==> src/rtl/wake_pkg.sv <==
package wake_pkg;
    localparam int WAKE_PINS_DEF  = 8;
    localparam int SYNC_DEPTH_DEF = 2;

    typedef struct packed {
        logic irq;
    } req_state_t;
endpackage

==> src/rtl/wake_sync.sv <==
module wake_sync #(
    parameter int NUM_PINS   = 8,
    parameter int SYNC_DEPTH = 2
) (
    input  logic                clk,
    input  logic                rst_n,
    input  logic [NUM_PINS-1:0] pin_i,
    output logic [NUM_PINS-1:0] fall_o
);
    localparam int LAST = SYNC_DEPTH - 1;

    typedef struct packed {
        logic [SYNC_DEPTH-1:0] chain;
        logic                  prev;
    } sync_state_t;

    for (genvar g = 0; g < NUM_PINS; g++) begin : g_pin
        sync_state_t st_d, st_q;

        always_comb begin
            st_d       = st_q;
            st_d.chain = {st_q.chain[SYNC_DEPTH-2:0], pin_i[g]};
            st_d.prev  = st_q.chain[LAST];
        end

        always_ff @(posedge clk or negedge rst_n) begin
            if (!rst_n) st_q <= '0;
            else        st_q <= st_d;
        end

        assign fall_o[g] = st_q.prev & ~st_q.chain[LAST];
    end
endmodule

==> src/rtl/wake_flag_store.sv <==
module wake_flag_store #(
    parameter int NUM_PINS = 8
) (
    input  logic                clk,
    input  logic                rst_n,
    input  logic [NUM_PINS-1:0] fall_i,
    input  logic [NUM_PINS-1:0] mode_sel_i,
    input  logic                wr_en_i,
    input  logic [NUM_PINS-1:0] wr_data_i,
    output logic [NUM_PINS-1:0] flags_o
);
    typedef struct packed {
        logic [NUM_PINS-1:0] flags;
    } flag_state_t;

    flag_state_t st_d, st_q;
    logic [NUM_PINS-1:0] clr_d;
    logic [NUM_PINS-1:0] set_d;

    always_comb begin
        clr_d    = wr_en_i ? ~wr_data_i : '0;
        set_d    = fall_i & mode_sel_i;
        st_d     = st_q;
        // a set on the same edge as a clear wins
        st_d.flags = (st_q.flags & ~clr_d) | set_d;
    end

    always_ff @(posedge clk or negedge rst_n) begin
        if (!rst_n) st_q <= '0;
        else        st_q <= st_d;
    end

    assign flags_o = st_q.flags;
endmodule

==> src/rtl/wake_req_gen.sv <==
module wake_req_gen
    import wake_pkg::*;
#(
    parameter int NUM_PINS = 8
) (
    input  logic                clk,
    input  logic                rst_n,
    input  logic [NUM_PINS-1:0] flags_i,
    input  logic                irq_en_i,
    input  logic                glb_mask_i,
    output logic                irq_o
);
    req_state_t st_d, st_q;

    always_comb begin
        st_d     = st_q;
        st_d.irq = (|flags_i) & irq_en_i & ~glb_mask_i;
    end

    always_ff @(posedge clk or negedge rst_n) begin
        if (!rst_n) st_q <= '0;
        else        st_q <= st_d;
    end

    assign irq_o = st_q.irq;
endmodule

==> src/rtl/wake_flag_reg.sv <==
module wake_flag_reg
    import wake_pkg::*;
#(
    parameter int NUM_PINS   = WAKE_PINS_DEF,
    parameter int SYNC_DEPTH = SYNC_DEPTH_DEF
) (
    input  logic                clk,
    input  logic                rst_n,
    input  logic [NUM_PINS-1:0] pin_i,
    input  logic [NUM_PINS-1:0] mode_sel_i,
    input  logic                irq_en_i,
    input  logic                glb_mask_i,
    input  logic                wr_en_i,
    input  logic [NUM_PINS-1:0] wr_data_i,
    output logic [NUM_PINS-1:0] rd_data_o,
    output logic                irq_o
);
    logic [NUM_PINS-1:0] fall;
    logic [NUM_PINS-1:0] flags;

    wake_sync #(.NUM_PINS(NUM_PINS), .SYNC_DEPTH(SYNC_DEPTH)) u_sync (
        .clk(clk), .rst_n(rst_n), .pin_i(pin_i), .fall_o(fall)
    );

    wake_flag_store #(.NUM_PINS(NUM_PINS)) u_store (
        .clk(clk), .rst_n(rst_n), .fall_i(fall), .mode_sel_i(mode_sel_i),
        .wr_en_i(wr_en_i), .wr_data_i(wr_data_i), .flags_o(flags)
    );

    wake_req_gen #(.NUM_PINS(NUM_PINS)) u_req (
        .clk(clk), .rst_n(rst_n), .flags_i(flags), .irq_en_i(irq_en_i),
        .glb_mask_i(glb_mask_i), .irq_o(irq_o)
    );

    assign rd_data_o = flags;
endmodule

==> config.mk <==
export PLATFORM = sky130hd
export DESIGN_NAME = wake_flag_reg
export DESIGN_NICKNAME = d
export VERILOG_FILES = /design/src/rtl/wake_pkg.sv /design/src/rtl/wake_sync.sv /design/src/rtl/wake_flag_store.sv /design/src/rtl/wake_req_gen.sv /design/src/rtl/wake_flag_reg.sv
export SDC_FILE = /design/constraint.sdc
export NUM_CORES = 1
export LEC_CHECK = 0
export ABC_AREA = 1
export BUFFER_PORTS_ARGS = -buffer_cell sky130_fd_sc_hd__buf_2
export CAP_MARGIN = 20
export CORE_MARGIN = 1.5
export CORE_UTILIZATION = 35
export CTS_CLUSTER_DIAMETER = 150
export DETAILED_ROUTE_END_ITERATION = 10
export PLACE_DENSITY = 0.61
export SYNTH_ARGS = -nofsm -noshare
export SYNTH_HDL_FRONTEND = slang
export SYNTH_SLANG_ARGS = --single-unit
==> constraint.sdc <==
create_clock -name clk -period 1.56 [get_ports clk]
set_input_delay 0.234 -clock clk [delete_from_list [all_inputs] [get_ports clk]]
set_output_delay 0.234 -clock clk [all_outputs]
set_load 0.02 [all_outputs]
======== Word level (Yosys, flattened, before mapping) ========
Cells that the tools add are included.
storage, ports and cells
  input port bits ......................... 29
  flip-flop bits (word level) ............. 33
operators by class
  bitwise gates (word level) .............. 24
  muxes and demuxes ....................... 1
  reduce and logical (&&, ||, !) cells .... 1
operators by type and width
  cell                count
  8-bit AND           2
  8-bit inverter      2
  1-bit AND           10
  1-bit inverter      9
  8-bit two-way mux   1
  8-bit OR            1
  8-bit OR reduction  1

======== Longest topological paths before layout ========
  depth in word-level cells ............... 5
  mapped depth ............................ 4
  mapped depth without buffers ............ 4

======== Hierarchy ========
From an unflattened synthesis, not the netlist that was laid out.
second synthesis, totals
  cells, all modules ...................... 100
  area total of the unflattened synthesis .. 1098.6 µm²
by module, submodules not included
  module           cells each  area an instance (µm²)  instances
  wake_sync        40          680.7                   1
  wake_flag_store  49          355.3                   1
  wake_req_gen     11          62.6                    1

======== Worst setup path before layout ========
OpenSTA, ideal clock, no wires.
  path kind ............................... reg2reg
  start point ............................. register u_store.st_q, in the netlist u_store.flags_o[1]
  end point ............................... register u_req.st_q, in the netlist u_req.irq_o
  path buffers ............................ 0
  stages on the path, launching flop included .. 5
  slack ................................... 709 ps
  required time ........................... 1445 ps
  arrival ................................. 736 ps
  cell sequence ........................... dfrtp_1 > nor2_1 > nand2_1 > nor2_1 > nor2_1
between the ends
  word-level cells in the longest chain between the ends .. 3
RTL lines
  item                    RTL line               text
  start, declared         wake_flag_store.sv:16  flag_state_t st_d, st_q;
  start signal, assigned  wake_flag_store.sv:30  else st_q <= st_d;
  8-bit OR reduction      wake_req_gen.sv:17     st_d.irq = (|flags_i) & irq_en_i & ~glb_mask_i;
  1-bit AND (2 in a row)  wake_req_gen.sv:17
  net u_req.st_d          wake_req_gen.sv:13     req_state_t st_d, st_q;
  end signal, assigned    wake_req_gen.sv:22     else st_q <= st_d;
  end, declared           wake_req_gen.sv:13
The timed path passes the listed nets, and every way through them passes these cells.

======== Worst setup path in the final report ========
  start point ............................. register u_store.st_q, in the netlist u_store.flags_o[4]
  end point ............................... output port rd_data_o[4]
RTL lines
  item           RTL line             text
  end, declared  wake_flag_reg.sv:15  output logic [NUM_PINS-1:0] rd_data_o,
No word-level cell between the ends.

==> impl_metrics.toml <==
[status]
outcome = "complete, no violations"

[run]
max_cap_violations = 0

[pwr]
p_comb_share_pct = 11.4
max_ir_drop_vdd_mv = 0.760
clkPwrFrac_pct = 27.5
power_density_nw_per_um2 = 1130
cell_internal_pwr_w = 0.00117
total_leakage_power_nw = 0.691
power_switching_w = 0.000367
power.share.switching_pct = 23.8
seq_power_share_pct = 61.1

[critical_path]
critical_path.max_stage_delay_ps = 400
worst-endpoint-required_ps = 1330
path_cells = "buf_2"
crit_path_top_delay_cell = "sky130_fd_sc_hd__dfrtp_1"
cp_num_cells = 1
worst_setup_path_startpoint = "u_store.flags_o[4]$_DFF_PN0_"
crit-reg2reg-launch = "u_store.flags_o[7]$_DFF_PN0_"
r2r-end = "u_req.irq_o$_DFF_PN0_"
crit_path_max_fanout = 3
setup.worst_path.class = "flop to output pin"
critical_path.top_delay_family = "flip-flops"
ff2ff_setup_slack_ps = 760
critical_path.endpoint_type = "output pin"
reg2regPathDepth = 4
worst_ep_arrival_time_ps = 880
start_kind = "flop"
worst-path-buf-inv = 1
endpoint = "rd_data_o[4]"

[synth]
syn_area_per_cell_sq_um = 14.7
synth.distinct_cells = 7
syn-num-nets = 97
netlist_area_sq_um = 997
synth.yosys.warnings = 0
netlist_instances = 68
seq_area_frac_synth_pct = 82.8
synth.ff_latch_count = 33

[final_layout]
area_growth_pct = 36.4
layout_cell_share_with_drive_strength_beyond_1_pct = 35.2
layout.cells.most_common = "sky130_fd_sc_hd__buf_2"
antenna_cells_inserted = 0
layout.nets = 150
most-common-layout-cells = "sky130_fd_sc_hd__buf_2 (37), sky130_fd_sc_hd__dfrtp_1 (33), sky130_fd_sc_hd__nand2_1 (11)"
fin_cells = 153

[sta]
final_sum_of_negative_setup_slack_ps = 0
clock.fmax_mhz = 896
fin_crit_sh_pct = 71.5
drv_slew = 0
max-slew-margin-rel_pct = 53.9
setup_viol_count_final = 0
rsz0062_at_grt = "false"
tightestPinTransition_ps = 692
period_minus_slack_ps = 1120
final_hold_violation_count = 0
finClkSkew_ps = 4.36

[cts]
clock_sink_count = 33
cts_buffer_depth = 2
post_cts_hold_buffer_count = 1
ctsRootBufferMaster = "sky130_fd_sc_hd__clkbuf_4"
cts_tree = "built"
cts_max_level = 2
post_cts.resized_instances = 0
numCtsBuffers = 5
clock_insertion_delay_worst_skew_ps = 310
cts_setup_buffers = 0
clk_pin_slew_ps = 90

[global_routing]
grt_antenna_before_repair = 0
maximum_number_of_pins_on_one_net_before_global_route_repair = 34
wire_length_of_the_first_global_routing_pass_mm = 2.74
grtUsageTotal_pct = 12.3
vias_in_the_first_global_route = 643
grt_remaining_overflow = 0

[routing]
detailedRoute.firstPassIterationCount = 3
route.final.wire_length_mm = 1.67
first_iter_violations = 18
viasPerCell = 4.24
detail_route.wl_per_cell_microns = 10.9
route.vias.total = 649
final_antenna_net_count = 0
detail_route.drc_violations = 0

[die]
io_pins = 38
fp-row-count = 19
die-area_sq_um = 3180
fp.dieW_microns = 56.4
start_util_pct = 36.5
placeableCoreArea_sq_um = 2730
fp.dieH_microns = 56.4

[placed_design]
globalplace.congestion = 0.639
placedCellCount = 136
placed_wire_length_estimate_mm = 1.21
placement.io_buffers = 37

[worst_hold_path]
hold_class = "input pin to flop"
worst_min_delay_path_startpoint = "glb_mask_i"
## cell usage after synthesis (all sizes together)
master  count  share of area, %
nand3b      8               6.0
dfrtp      33                83
nor2        6               2.3
nand2      11               4.1
o21ai       8               4.0
inv         2              0.75
## cell families after synthesis
family          Yosys count  share of synthesized area [%]
simple gates             25                           12.4
flops                    33                           82.8
compound gates            8                           4.02
buf+inv                   2                          0.752
## per-layer routing
metal	GRT usage, %	up-vias	share of wire, %	wire [microns]
met1	13.1	298	41	690
li1	-	327	-	-
met5	0	-	0	0
met3	7.37	2	6.5	108
met4	6.12	0	0.96	16
met2	19.2	22	51	855
## stage by stage
stage	hold slack (ps)	instance area (sq um)	power [W]	worst slack, ps	util [%]
6_report	127	1360	0.00154	444	49.7
5_1_grt	100	1360	0.00165	381	49.7
4_1_cts	4.55	1280	0.00155	426	46.8
3_5_place_dp	318	1220	0.00112	760	44.7
3_3_place_gp	306	1220	0.00111	793	44.7
2_1_floorplan	-61.6	997	0.00103	709	-
## how the worst min path moves through the flow
stage                                        end  slack, ps  cells past startpoint
2_1_floorplan              u_req.irq_o$_DFF_PN0_        -60                      0
3_3_place_gp        u_store.flags_o[4]$_DFF_PN0_        310                      1
3_5_place_dp        u_store.flags_o[4]$_DFF_PN0_        320                      1
4_1_cts        u_sync.g_pin[7].st_d[2]$_DFF_PN0_          5                      1
5_1_grt                    u_req.irq_o$_DFF_PN0_        100                      4
6_report                   u_req.irq_o$_DFF_PN0_        130                      4
## worst register-to-register path, stage by stage (launching register included)
cell	delay, ps
sky130_fd_sc_hd__dfrtp_1	400
sky130_fd_sc_hd__nor2_1	110
sky130_fd_sc_hd__nand2_1	50
sky130_fd_sc_hd__nor2_1	90
sky130_fd_sc_hd__nor2_1	40
## registers in the layout (all words and copies together), names as in the netlist
name               count
u_req.irq_o            1
u_store.flags_o        8
u_sync.g_pin.st_d     16
u_sync.g_pin.st_q      8
## power by group through the flow
stage | Sequential [W] | Combinational (W) | Clock (W)
global route | 0.000947 | 0.000193 | 0.000507
global placement | 0.000953 | 0.000156 | 0
detailed placement | 0.000959 | 0.000160 | 0
CTS | 0.000941 | 0.000162 | 0.000446
finish | 0.000940 | 0.000175 | 0.000423
floorplan | 0.000989 | 0.0000373 | 0
## area by class of cell
cell class                 count  area (sq um)
clock buffer                   8          48.8
multi-input combinational     33           164
timing repair buffer          46           275
fill                         247          1370
tap                           31          38.8
sequential                    33           826
inverter                       2          7.51
Power figures use the tool's default switching activity.
